**src/rtl/ilvl_accept.sv**
```systemverilog
module ilvl_accept #(
  parameter int N_SRC = 8,
  parameter int LVL_W = 3,
  parameter int IMM_W = 8,
  parameter int IDX_W = (N_SRC > 1) ? $clog2(N_SRC) : 1
) (
  input  logic                   clk,
  input  logic                   rst_n,
  input  logic [N_SRC-1:0]       req_i,
  input  logic [N_SRC*LVL_W-1:0] req_lvl_i,
  input  logic                   int_en_i,
  input  logic                   mask_wr_i,
  input  logic [IMM_W-1:0]       mask_wdata_i,
  input  logic                   restore_i,
  input  logic [LVL_W-1:0]       restore_mask_i,
  output logic                   accept_o,
  output logic [IDX_W-1:0]       accept_idx_o,
  output logic [LVL_W-1:0]       mask_o
);

  logic [LVL_W-1:0] best_lvl;
  logic [IDX_W-1:0] best_idx;
  logic             found;
  logic             take;
  logic [LVL_W-1:0] mask_q;
  logic             accept_q;
  logic [IDX_W-1:0] idx_q;

  always_comb begin
    best_lvl = '1;
    best_idx = '0;
    found    = 1'b0;
    for (int i = 0; i < N_SRC; i++) begin
      if (req_i[i] && (!found || req_lvl_i[i*LVL_W +: LVL_W] < best_lvl)) begin
        found    = 1'b1;
        best_lvl = req_lvl_i[i*LVL_W +: LVL_W];
        best_idx = IDX_W'(i);
      end
    end
  end

  assign take = found && int_en_i && (best_lvl < mask_q);

  always_ff @(posedge clk or negedge rst_n) begin
    if (!rst_n) begin
      mask_q   <= '0;
      accept_q <= 1'b0;
      idx_q    <= '0;
    end else begin
      accept_q <= take;
      if (take)           idx_q  <= best_idx;
      if (take)           mask_q <= best_lvl;
      else if (restore_i) mask_q <= restore_mask_i;
      else if (mask_wr_i) mask_q <= mask_wdata_i[LVL_W-1:0];
    end
  end

  assign mask_o       = mask_q;
  assign accept_o     = accept_q;
  assign accept_idx_o = idx_q;

  logic past_ok;
  always_ff @(posedge clk or negedge rst_n)
    if (!rst_n) past_ok <= 1'b0;
    else        past_ok <= 1'b1;

  p_accept_enabled_r6: assert property (@(posedge clk) disable iff (!rst_n)
    (past_ok && accept_o) |-> $past(int_en_i));

  p_mask_drops_r3: assert property (@(posedge clk) disable iff (!rst_n)
    (past_ok && accept_o) |-> (mask_o < $past(mask_o)));

  p_zero_blocks_r5: assert property (@(posedge clk) disable iff (!rst_n)
    (past_ok && accept_o) |-> ($past(mask_o) != '0));

  p_source_pending_r11: assert property (@(posedge clk) disable iff (!rst_n)
    (past_ok && accept_o) |-> ((($past(req_i) >> accept_idx_o) & N_SRC'(1)) != '0));

  p_restore_r8: assert property (@(posedge clk) disable iff (!rst_n)
    (past_ok && $past(restore_i) && !accept_o) |-> (mask_o == $past(restore_mask_i)));

  p_write_low_bits_r7: assert property (@(posedge clk) disable iff (!rst_n)
    (past_ok && $past(mask_wr_i) && !$past(restore_i) && !accept_o)
      |-> (mask_o == $past(mask_wdata_i[LVL_W-1:0])));

  p_hold_r2: assert property (@(posedge clk) disable iff (!rst_n)
    (past_ok && !accept_o && !$past(restore_i) && !$past(mask_wr_i)) |-> $stable(mask_o));

endmodule

```
**config.mk**
```make
export PLATFORM = sky130hd
export DESIGN_NAME = ilvl_accept
export DESIGN_NICKNAME = d
export VERILOG_FILES = /design/src/rtl/ilvl_accept.sv
export SDC_FILE = /design/constraint.sdc
export NUM_CORES = 1
export LEC_CHECK = 0
export BUFFER_PORTS_ARGS = -buffer_cell sky130_fd_sc_hd__buf_2
export CELL_PAD_IN_SITES_DETAIL_PLACEMENT = 0
export CELL_PAD_IN_SITES_GLOBAL_PLACEMENT = 1
export CORE_UTILIZATION = 41
export CTS_BUF_LIST = sky130_fd_sc_hd__clkbuf_16
export CTS_CLUSTER_DIAMETER = 40
export DETAILED_ROUTE_END_ITERATION = 8
export GPL_TIMING_DRIVEN = 0
export MAX_ROUTING_LAYER = met4
export PLACE_DENSITY = 0.95
export SYNTH_ARGS = -nofsm -noshare
export SYNTH_HDL_FRONTEND = slang
export SYNTH_SLANG_ARGS = --single-unit
```
**constraint.sdc**
```tcl
create_clock -name clk -period 3.9 [get_ports clk]
set_clock_uncertainty 0.05 [all_clocks]
set_input_delay 0.585 -clock clk [delete_from_list [all_inputs] [get_ports clk]]
set_output_delay 0.585 -clock clk [all_outputs]
set_load 0.01 [all_outputs]
```
==> out/results.txt, run 1 <==
Reported max-cap violation count: 0
Unrepaired setup endpoints after global routing: true
Total half-perimeter wirelength after legalization and detailed placement: 3910 um
Nature of the critical path startpoint: primary input
Most common cell type on the critical path: buf_4
Hold Vio Cnt, Final: 0
Leakage Power: 0.00129 uW
Biggest cell delay along the critical path: 360 ps
Worst VDD drop: 0.225 mV
Warnings, synthesis: 0
Sw frac: 42.1%
Arrival @ worst endpoint: 9470 ps
Clock Latency Late Sink: 230 ps
Clk sinks: 7
Sequential cell fraction of total power: 9.5%
Setup WS post-layout: -5510 ps
Post-layout nets: 386
DR iter-0 viols: 156
Total iterations of the first detailed-routing run: 4
Level count of the clock H-tree: 1
CTS tree: built
Maximum frequency from static timing analysis: 0.106 GHz
I/O Pins: 55
Combinational cell fraction of total power: 78.2%
Internal power contribution: 819 uW
Synthesized area: 1780 um^2
Aggregate negative setup slack: -37980 ps
Vias post-DR: 2270
Via-per-instance ratio: 6.01
Critical path start-end classification: primary input to register
Share of the core filled with cells in the final layout: 71.3%
Number of instances in the placed design: 325
Clock edge transition at the registers on the reported setup and hold paths: 40 ps
Total clock buffers created by CTS: 3
Status: finished with violations
Final critical delay including setup and external delays: 9410 ps
Number of synthesized flops with an enable pin: 0
Power density of the placed cells: 485 nW/um^2
# rows: 23
Overall power of the completed layout: 1410 uW
Data required time at the worst endpoint: 3960 ps
Routability congestion estimate: 0.864
Chip height: 68.0 um
Actual transition at the worst max-transition pin: 579 ps
Number of antenna violations at the first check in global routing: 0
Horizontal extent of the die: 68.0 um
Final setup viols: 7
Remaining max-slew budget at the tightest pin: 61.0%
Async set or reset register ratio after synthesis: 100%
Total of buffers placed on input and output ports: 49
Distinct cell type count of the synthesized netlist: 70
CP max FO: 6
Global route overflow: 0
Period Utilization, post-route: 241%
Worst-path cell with the longest stage delay: mux2_4
Max Transition Viols Final: 0
Via count of the first global-routing pass: 2160
Hold Crit Class: primary input to async pin
Fraction of the yosys area taken by sequential cells: 9.82%
Failing checks: setup timing
Number of nets in the synthesized netlist: 283
Mapped Avg Cell Area: 7.89 um^2
Routed met1 length: 2720 um
Initial standard-cell utilization of the core: 43.7%
Critical Path End Type: register
Core area: 4090 um^2
Net Switching: 595 uW
Highest routing layer actually used: met4
Total length of routed met2 wires: 3380 um
# DRC: 0
Area growth from synthesis to layout: 63.3%
Worst-case setup slack after placement: -6290 ps
Root Buffer Master: clkbuf_16
Number of nets with antenna violations after routing: 0
Clock network fraction of total power: 12.3%
Overall routing resource usage: 28.0%
Worst-case clock buffer depth: 2
Flop and latch count out of synthesis: 7
Maximum number of pins on one net before global-route repair: 11
Share of final-layout standard cells stronger than drive strength 1: 55.5%
Routed wire length: 6670 um
Detailed-routed wire length on met3: 314 um
Die Area: 4620 um^2
Number of standard cells in the final layout excluding fillers: 378
Ant. Diodes: 0
Global-route wire length before repair: 9600 um
Post-Syn Instances: 226
Synth Flop Type: dfrtp_1
Per-cell routed wire length: 17.6 um
==> cells by family (layout without fill, tap and decap cells) <==
| logic type | count (synthesis) | in the layout | synth area share [%] |
|---|---|---|---|
| buf+inv | 24 | 126 | 5.96 |
| fa+ha+maj | 12 | 12 | 8.06 |
| flops | 7 | 7 | 9.82 |
| compound gates | 89 | 89 | 42.6 |
| mux | 16 | 16 | 11.1 |
| simple gates | 78 | 78 | 22.5 |
==> area by class of cell <==
type,count,area (um^2)
flip-flops and latches,7,175
multi-input cells,195,1840
clock inverters,1,3.75
inverters,19,73.8
fillers,294,1170
clock buffers,3,75.1
repair buffers,98,637
plain buffers,5,42.5
well taps,50,62.6
==> metrics by stage <==
stage | hold WS [ps] | instance area [um^2]
2_1_floorplan | 239 | 1870
3_3_place_gp | 369 | 2170
3_5_place_dp | 372 | 2170
4_1_cts | 131 | 2720
5_1_grt | 134 | 2910
6_report | 128 | 2910
==> power by group through the flow <==
stage               Sequential (uW)  Clock (uW)  Combinational (uW)
global route                    139         179                1170
floorplan                       146           0                 528
global placement                131           0                 687
detailed placement              131           0                 701
CTS                             133         174                 929
finish                          134         174                1110
==> registers in the layout, summed over array words and instances, names as in the netlist <==
register / flops
accept_idx_o: 3
accept_o: 1
mask_o: 3
==> cell usage after synthesis, drive strengths merged (2+ instances only) <==
library cell	n	area, um^2
nand2	23	86.3
nor2	20	75.1
inv	19	71.3
o21ai	16	80.1
a21oi	14	73.8
a211oi	9	80.1
ha	9	113
mux2	8	105
mux2i	8	92.6
dfrtp	7	175
nor3	5	25.0
o211ai	5	51.3
o31ai	5	37.5
a211o	4	38.8
and2	4	25.0
buf	4	31.3
nand2b	4	25.0
a31o	3	35.0
and2b	3	25.0
maj3	3	31.3
nand3b	3	22.5
o2111ai	3	26.3
o211a	3	30.0
o21a	3	22.5
a2111oi	2	23.8
a21boi	2	15.0
and3b	2	17.5
nand3	2	10.0
nand4b	2	17.5
nor2b	2	12.5
o22ai	2	26.3
o2bb2ai	2	17.5
o311ai	2	17.5
o31a	2	18.8
or3	2	12.5
==> layout by cell type (no fill, tap or decap), types with 5 or more instances in the layout <==
master	instances
buf_2	48
buf_4	46
nor2_1	19
nand2_1	17
inv_1	16
a21oi_1	9
o21ai_0	9
buf_6	8
dfrtp_1	7
mux2_4	6
ha_4	6
a211oi_1	5
mux2i_1	5
==> worst max-delay path, delay by kind of cell <==
kind	cells	cell delay (ps)
adders and majority gates	5	1280
buffers and inverters	13	1420
AOI/OAI and AO/OA	21	4480
and+or+nand+nor	7	570
muxes	4	1130
==> timing repair <==
item	CTS	global route
pin swaps	34	27
gates resized for setup	44	18
endpoints found under the setup margin	7	7
hold endpoints to repair	0	0
hold buffers	0	0
buffers inserted	35	14
==> final timing paths <==
| kind | start | endpoint | slack [ps] | cells after the start |
|---|---|---|---|---|
| worst max-delay path | req_lvl_i[2] | mask_o[1] | -5510 | 50 |
| worst min-delay path | rst_n | accept_o | 130 | 1 |
| worst max register to register | mask_o[2] | mask_o[1] | 1690 | 7 |
| worst min register to register | accept_idx_o[0] | accept_idx_o[0] | 480 | 1 |
| max in group asynchronous | rst_n | mask_o[2] | 3520 | 1 |
| min in group clk | accept_idx_o[0] | accept_idx_o[0] | 480 | 1 |
==> routing by layer <==
metal,up-vias,track usage [%]
li1,1077,-
met1,1076,31.4
met2,91,49.1
met3,26,3.17
met4,0,13.0
met5,-,-
Note: power is estimated with default switching activity, not from simulation.
==> run 2: changes to the inputs <==
--- a/config.mk
+++ b/config.mk
@@ -5,16 +5,17 @@
 export SDC_FILE = /design/constraint.sdc
 export NUM_CORES = 1
 export LEC_CHECK = 0
+export ABC_AREA = 1
 export BUFFER_PORTS_ARGS = -buffer_cell sky130_fd_sc_hd__buf_2
 export CELL_PAD_IN_SITES_DETAIL_PLACEMENT = 0
 export CELL_PAD_IN_SITES_GLOBAL_PLACEMENT = 1
-export CORE_UTILIZATION = 41
+export CORE_UTILIZATION = 33
 export CTS_BUF_LIST = sky130_fd_sc_hd__clkbuf_16
 export CTS_CLUSTER_DIAMETER = 40
 export DETAILED_ROUTE_END_ITERATION = 8
 export GPL_TIMING_DRIVEN = 0
 export MAX_ROUTING_LAYER = met4
-export PLACE_DENSITY = 0.95
+export PLACE_DENSITY = 0.94
 export SYNTH_ARGS = -nofsm -noshare
 export SYNTH_HDL_FRONTEND = slang
 export SYNTH_SLANG_ARGS = --single-unit
==> run 2 against run 1 <==
Largest cell class unchanged. Core utilization shrank 9.7 points. Highest routed layer unchanged. Global-route usage shrank 9.0 points. Fmax rose by 38%. Setup slack gained 2600 ps. First-iteration DRC count fell by 58%. Routed wire length shrank 38%. Clock-buffer cell count did not move. Synthesized cell count is 11% higher. The run still ends with setup timing left. Die area fell by 7.2%. Register-to-register slack improved by 750 ps. Combinational power decreased by 35%. Largest power group unchanged.
==> out/results.txt, run 2 <==
Status: finished with violations (unchanged)
Failing checks: setup timing (unchanged)
Nature of the critical path startpoint: primary input (unchanged)
Total clock buffers created by CTS: 3 (unchanged)
Total half-perimeter wirelength after legalization and detailed placement: 2600 um (was 3910 um)
Number of nets in the synthesized netlist: 308 (was 283)
Number of instances in the placed design: 348 (was 325)
Hold Crit Class: primary input to async pin (unchanged)
Actual transition at the worst max-transition pin: 334 ps (was 579 ps)
Die Area: 4290 um^2 (was 4620 um^2)
Leakage Power: 0.00138 uW (was 0.00129 uW)
Ant. Diodes: 0 (unchanged)
Horizontal extent of the die: 65.5 um (was 68.0 um)
CTS tree: built (unchanged)
Reported max-cap violation count: 0 (unchanged)
Initial standard-cell utilization of the core: 35.3% (was 43.7%)
Hold Vio Cnt, Final: 0 (unchanged)
Combinational cell fraction of total power: 69.8% (was 78.2%)
Biggest cell delay along the critical path: 310 ps (was 360 ps)
Routability congestion estimate: 0.813 (was 0.864)
Highest-count cells in the layout ignoring fill and taps: nand2_1 (74), buf_2 (45), inv_1 (39) (was buf_2 (48), buf_4 (46), nor2_1 (19))
Fraction of post-synthesis cell area in the top cell type by area: 26.0% (was 9.82%)
Internal power contribution: 565 uW (was 819 uW)
Maximum frequency from static timing analysis: 0.146 GHz (was 0.106 GHz)
Number of standard cells in the final layout excluding fillers: 394 (was 378)
Warnings, synthesis: 0 (unchanged)
Total of buffers placed on input and output ports: 49 (unchanged)
Post-layout nets: 404 (was 386)
Mapped Avg Cell Area: 5.30 um^2 (was 7.89 um^2)
Setup WS post-layout: -2930 ps (was -5510 ps)
Vias post-DR: 1797 (was 2270)
GR Util met3: 2.08% (was 3.17%)
Dominant cell by count in the synthesized netlist: nand2_1 (unchanged)
Global-route wire length before repair: 6290 um (was 9600 um)
Final setup viols: 7 (unchanged)
Area taken by flip-flops and latches: 175 um^2 (unchanged)
Total iterations of the first detailed-routing run: 4 (unchanged)
Global route overflow: 0 (unchanged)
Level count of the clock H-tree: 1 (unchanged)
Clk sinks: 7 (unchanged)
Most common cell type on the critical path: nand2_1 (was buf_4)
Synthesized area: 1330 um^2 (was 1780 um^2)
Unrepaired setup endpoints after global routing: true (unchanged)
Per-cell routed wire length: 10.5 um (was 17.6 um)
Fraction of the yosys area taken by sequential cells: 13.2% (was 9.82%)
Area of the multi-input gates: 1200 um^2 (was 1840 um^2)
# fillers: 334 (was 294)
Worst VDD drop: 0.179 mV (was 0.225 mV)
Yosys top cell by area: nand2_1 (was dfrtp_1)
Critical Path End Type: register (unchanged)
Sw frac: 45.1% (was 42.1%)
Sequential cell fraction of total power: 13.0% (was 9.5%)
DR iter-0 viols: 66 (was 156)
CTS hold repair buffers: 0 (unchanged)
GR Util met1: 23.4% (was 31.4%)
Arrival @ worst endpoint: 6910 ps (was 9470 ps)
GRT Max-Usage Layer: met2 (unchanged)
Distinct cell type count of the synthesized netlist: 18 (was 70)
Power density of the placed cells: 443 nW/um^2 (was 485 nW/um^2)
Via-per-instance ratio: 4.56 (was 6.01)
Share of final-layout standard cells stronger than drive strength 1: 48.3% (was 55.5%)
Worst-case clock buffer depth: 2 (unchanged)
Number of synthesized flops with an enable pin: 0 (unchanged)
Flop and latch count out of synthesis: 7 (unchanged)
Clock Latency Late Sink: 240 ps (was 230 ps)
Clock network fraction of total power: 17.2% (was 12.3%)
Top post-synthesis cells by area: nand2_1 (26%), dfrtp_1 (13%), nand3_1 (13%) (was dfrtp_1 (9.8%), ha_1 (6.3%), nand2_1 (4.8%))
Worst-path cell with the longest stage delay: ha_1 (was mux2_4)
Aggregate negative setup slack: -20110 ps (was -37980 ps)
Period Utilization, post-route: 175% (was 241%)
Number of nets with antenna violations after routing: 0 (unchanged)
Number of antenna violations at the first check in global routing: 0 (unchanged)
Data required time at the worst endpoint: 3980 ps (was 3960 ps)
Chip height: 65.5 um (was 68.0 um)
I/O Pins: 55 (unchanged)
# DRC: 0 (unchanged)
Clock edge transition at the registers on the reported setup and hold paths: 40 ps (about the same)
Post-Syn Instances: 251 (was 226)
# rows: 22 (was 23)
Async set or reset register ratio after synthesis: 100% (unchanged)
Routed wire length: 4150 um (was 6670 um)
Remaining max-slew budget at the tightest pin: 77.7% (was 61.0%)
Net Switching: 463 uW (was 595 uW)
Leading post-synthesis cells by instance count: nand2_1 (92), inv_1 (43), nand3_1 (35) (was nand2_1 (23), nor2_1 (20), inv_1 (19))
Core area: 3770 um^2 (was 4090 um^2)
Most common library cell in the layout ignoring fill and taps: nand2_1 (was buf_2)
Maximum number of pins on one net before global-route repair: 8 (was 11)
Synth Flop Type: dfrtp_1 (unchanged)
Critical path start-end classification: primary input to register (unchanged)
Final critical delay including setup and external delays: 6830 ps (was 9410 ps)
Area growth from synthesis to layout: 74.6% (was 63.3%)
Via count of the first global-routing pass: 1565 (was 2160)
Met2 usage: 31.6% (was 49.1%)
Root Buffer Master: clkbuf_16 (unchanged)
CP max FO: 6 (unchanged)
Overall routing resource usage: 19.0% (was 28.0%)
Max Transition Viols Final: 0 (unchanged)
[run 2: cell count changes in the layout (fill, tap and decap cells not counted), sizes merged, moves of 9 or more]
cell    delta
buf       -12
inv       +31
a211oi     -9
nand2     +87
o21ai     -10
nand3     +34
[run 2: metrics by stage]
stage / hold slack [ps] / instance area (um^2) / setup WS (ps) / total power (uW) / utilization [%]
finish: 128 / 2320 / -2930 / 1030 / 61.6
CTS: 135 / 2130 / -2850 / 946 / 56.4
detailed placement: 381 / 1690 / -3480 / 633 / 44.8
global placement: 377 / 1690 / -3440 / 628 / 44.8
global route: 139 / 2320 / -3420 / 1120 / 61.6
floorplan: 239 / 1380 / -2690 / 503 / -
[run 2: final cells by class]
type | instances | area share, %
well taps | 48 | 2.59
inverters | 51 | 8.78
clock inverters | 1 | 0.216
flip-flops and latches | 7 | 7.54
multi-input cells | 194 | 51.5
repair buffers | 90 | 26.1
clock buffers | 3 | 3.23
[run 2: cells by family (layout without fill, tap and decap cells)]
logic type	Yosys count	in the layout	synth area share (%)
AO/OA/AOI/OAI	14	14	5.65
buffers and inverters	51	145	14.4
flip-flops	7	7	13.2
AND/OR/NAND/NOR	170	171	58.3
adder cells (fa/ha/maj)	9	9	8.47
[run 2: critical path, delay by kind of cell]
family / cells / cell delay, ps
simple gates: 45 / 3220
fa+ha+maj: 7 / 1830
compound gates: 7 / 650
buf+inv: 12 / 600
[run 2: worst paths after layout]
| path | slack (ps) | to | startpoint | cells past startpoint |
|---|---|---|---|---|
| max | -2930 | mask_o[1] | req_i[0] | 71 |
| min | 130 | accept_idx_o[1] | rst_n | 1 |
| max reg2reg | 2440 | mask_o[1] | mask_o[2] | 10 |
| min reg2reg | 430 | accept_idx_o[2] | accept_idx_o[2] | 2 |
| max in group asynchronous | 3510 | mask_o[0] | rst_n | 1 |
| min in group clk | 430 | accept_idx_o[2] | accept_idx_o[2] | 2 |
[run 2: repair_timing]
action / in CTS / in global routing
resized for setup: 25 / 36
gates cloned: 1 / 0
pin swaps: 24 / 57
setup endpoints to repair: 7 / 7
setup buffers: 32 / 10
[run 2: power by group through the flow]
stage | Clock, uW | Combinational (uW) | Sequential (uW)
after detailed placement | 0 | 501 | 132
after CTS | 178 | 636 | 132
final | 177 | 717 | 133
after floorplan | 0 | 354 | 148
after global placement | 0 | 498 | 130
after global routing | 186 | 801 | 137
[run 2: layer usage]
| metal | part of all wire [%] | wire [um] |
|---|---|---|
| met3 | 2.8 | 118 |
| met4 | 1.3 | 53 |
| met5 | 0 | 0 |
| met2 | 50 | 2090 |
| met1 | 45 | 1890 |
==> run 3: changes to the inputs <==
--- a/config.mk
+++ b/config.mk
@@ -9,6 +9,7 @@
 export BUFFER_PORTS_ARGS = -buffer_cell sky130_fd_sc_hd__buf_2
 export CELL_PAD_IN_SITES_DETAIL_PLACEMENT = 0
 export CELL_PAD_IN_SITES_GLOBAL_PLACEMENT = 1
+export CORE_MARGIN = 10
 export CORE_UTILIZATION = 33
 export CTS_BUF_LIST = sky130_fd_sc_hd__clkbuf_16
 export CTS_CLUSTER_DIAMETER = 40
@@ -16,6 +17,7 @@
 export GPL_TIMING_DRIVEN = 0
 export MAX_ROUTING_LAYER = met4
 export PLACE_DENSITY = 0.94
+export SETUP_SLACK_MARGIN = 0.2
 export SYNTH_ARGS = -nofsm -noshare
 export SYNTH_HDL_FRONTEND = slang
 export SYNTH_SLANG_ARGS = --single-unit
==> run 3 against run 2 <==
The flow still finishes with violations (setup timing). Hold slack gained 3.9 ps. Cell count grew 1.3%. Flip-flop and latch count is the same. Critical path type unchanged. Die area grew 63%. Fmax shrank 0.89%. Routed wire length grew 21%. First-iteration DRC count grew 11%. Core utilization shrank 3.0 points. Largest cell class unchanged. Global-route usage shrank 7.0 points.
==> out/results.txt, run 3 (same netlist as run 2, synthesis figures left out) <==
Via-per-instance ratio: 4.80 (was 4.56)
Worst R2R Path Depth: 10 (unchanged)
DR iter-0 viols: 73 (was 66)
Final critical delay including setup and external delays: 6890 ps (was 6830 ps)
Post-layout nets: 407 (was 404)
Maximum number of pins on one net before global-route repair: 8 (unchanged)
Initial standard-cell utilization of the core: 33.7% (was 35.3%)
Per-cell routed wire length: 12.6 um (was 10.5 um)
Capture point of the critical path: mask_o[2] (was mask_o[1])
Share of the core filled with cells in the final layout: 58.6% (was 61.6%)
Chip height: 83.5 um (was 65.5 um)
Total half-perimeter wirelength after legalization and detailed placement: 3060 um (was 2600 um)
Max Transition Viols Final: 0 (unchanged)
Maximum frequency from static timing analysis: 0.145 GHz (was 0.146 GHz)
Failing checks: setup timing (unchanged)
Sequential cell fraction of total power: 12.3% (was 13.0%)
CP max FO: 6 (unchanged)
Overall routing resource usage: 12.0% (was 19.0%)
Horizontal extent of the die: 83.5 um (was 65.5 um)
I/O Pins: 55 (unchanged)
Leakage Power: 0.00138 uW (about the same)
Launch instance of the worst register-to-register path: mask_o[2] (unchanged)
Vias post-DR: 1914 (was 1797)
Remaining max-slew budget at the tightest pin: 82.7% (was 77.7%)
Most common library cell in the layout ignoring fill and taps: nand2_1 (unchanged)
Timing startpoint of the critical path: req_i[0] (unchanged)
CTS tree: built (unchanged)
Status: finished with violations (unchanged)
Overall power of the completed layout: 1070 uW (was 1030 uW)
Sw frac: 45.4% (was 45.1%)
Root Buffer Master: clkbuf_16 (unchanged)
Clock network fraction of total power: 16.0% (was 17.2%)
Reported max-cap violation count: 0 (unchanged)
Clock Latency Late Sink: 230 ps (was 240 ps)
Number of antenna violations at the first check in global routing: 0 (unchanged)
Clock edge transition at the registers on the reported setup and hold paths: 40 ps (about the same)
Core area: 3940 um^2 (was 3770 um^2)
Critical path start-end classification: primary input to register (unchanged)
R2r setup slk: 2460 ps (was 2440 ps)
Total iterations of the first detailed-routing run: 4 (unchanged)
Routability congestion estimate: 0.823 (was 0.813)
Most common cell type on the critical path: nand2_1 (unchanged)
Total of buffers placed on input and output ports: 49 (unchanged)
# fillers: 374 (was 334)
Net Switching: 486 uW (was 463 uW)
Period Utilization, post-route: 177% (was 175%)
Worst-path cell with the longest stage delay: ha_1 (unchanged)
# DRC: 0 (unchanged)
Nature of the critical path startpoint: primary input (unchanged)
Number of nets with antenna violations after routing: 0 (unchanged)
Actual transition at the worst max-transition pin: 258 ps (was 334 ps)
Arrival @ worst endpoint: 6970 ps (was 6910 ps)
Die Area: 6970 um^2 (was 4290 um^2)
Aggregate negative setup slack: -20640 ps (was -20110 ps)
Level count of the clock H-tree: 1 (unchanged)
Data required time at the worst endpoint: 3970 ps (was 3980 ps)
Power density of the placed cells: 464 nW/um^2 (was 443 nW/um^2)
Ant. Diodes: 0 (unchanged)
Setup WS post-layout: -2990 ps (was -2930 ps)
Routed wire length: 5020 um (was 4150 um)
Global-route wire length before repair: 7240 um (was 6290 um)
Worst-case setup slack after placement: -3500 ps (was -3480 ps)
Biggest cell delay along the critical path: 310 ps (about the same)
Final setup viols: 7 (unchanged)
Combinational cell fraction of total power: 71.7% (was 69.8%)
Clk sinks: 7 (unchanged)
# rows: 23 (was 22)
Critical Path End Type: register (unchanged)
Terminus of the critical flop-to-flop path: mask_o[2] (was mask_o[1])
Area growth from synthesis to layout: 73.6% (was 74.6%)
Worst-case clock buffer depth: 2 (unchanged)
Worst VDD drop: 0.171 mV (was 0.179 mV)
Share of final-layout standard cells stronger than drive strength 1: 47.3% (was 48.3%)
Via count of the first global-routing pass: 1772 (was 1565)
Worst hold margin: 132 ps (was 128 ps)
Hold Vio Cnt, Final: 0 (unchanged)
Highest-count cells in the layout ignoring fill and taps: nand2_1 (77), buf_2 (45), buf_4 (44) (was nand2_1 (74), buf_2 (45), inv_1 (39))
Global route overflow: 0 (unchanged)
Internal power contribution: 585 uW (was 565 uW)
Unrepaired setup endpoints after global routing: true (unchanged)
Total clock buffers created by CTS: 3 (unchanged)
Hold Crit Class: primary input to async pin (unchanged)
-- run 3: layout make-up --
| class | instances | area (um^2) | area share [%] |
|---|---|---|---|
| inverter | 51 | 208 | 9.00 |
| tap | 50 | 62.6 | 2.71 |
| clock buffer | 3 | 75.1 | 3.25 |
| clock inverter | 1 | 3.75 | 0.163 |
| sequential | 7 | 175 | 7.59 |
| timing repair buffer | 93 | 618 | 26.8 |
| multi-input combinational | 194 | 1170 | 50.5 |
-- run 3: worst min path at each step --
stage / slack [ps] / endpoint
after floorplan: 240 / accept_idx_o[0]
after global placement: 370 / mask_o[2]
after detailed placement: 380 / mask_o[2]
after CTS: 130 / mask_o[2]
after global routing: 140 / mask_o[2]
final: 130 / mask_o[2]
-- run 3: routing by layer --
layer,wire length [um],GRT usage [%]
met1,1980,13.6
met2,2610,21.2
met3,244,1.17
met4,180,4.41
met5,0,-
-- run 3: what timing repair did --
action | 4_1_cts | 5_1_grt
setup endpoints to repair | 7 | 7
cloned | 1 | 0
hold buffers | 0 | 0
pin swaps | 27 | 50
buffers inserted | 32 | 12
resized for setup | 24 | 28
-- run 3: worst max-delay path, delay by kind of cell --
family / cells / cell delay [ps]
buf+inv: 11 / 580
simple gates: 43 / 3020
compound gates: 7 / 940
fa+ha+maj: 7 / 1790
-- run 3: power by group through the flow --
stage | Clock, uW | Sequential (uW) | Combinational (uW)
after global placement | 0 | 130 | 500
after global routing | 180 | 136 | 844
after floorplan | 0 | 148 | 354
after CTS | 174 | 131 | 637
final | 172 | 132 | 767
after detailed placement | 0 | 131 | 509
-- run 3: metrics by stage --
stage / area, um^2 / std cells
after floorplan: 1380 / 251
after global placement: 1690 / 350
after detailed placement: 1690 / 350
after CTS: 2110 / 387
after global routing: 2310 / 399
final: 2310 / 399
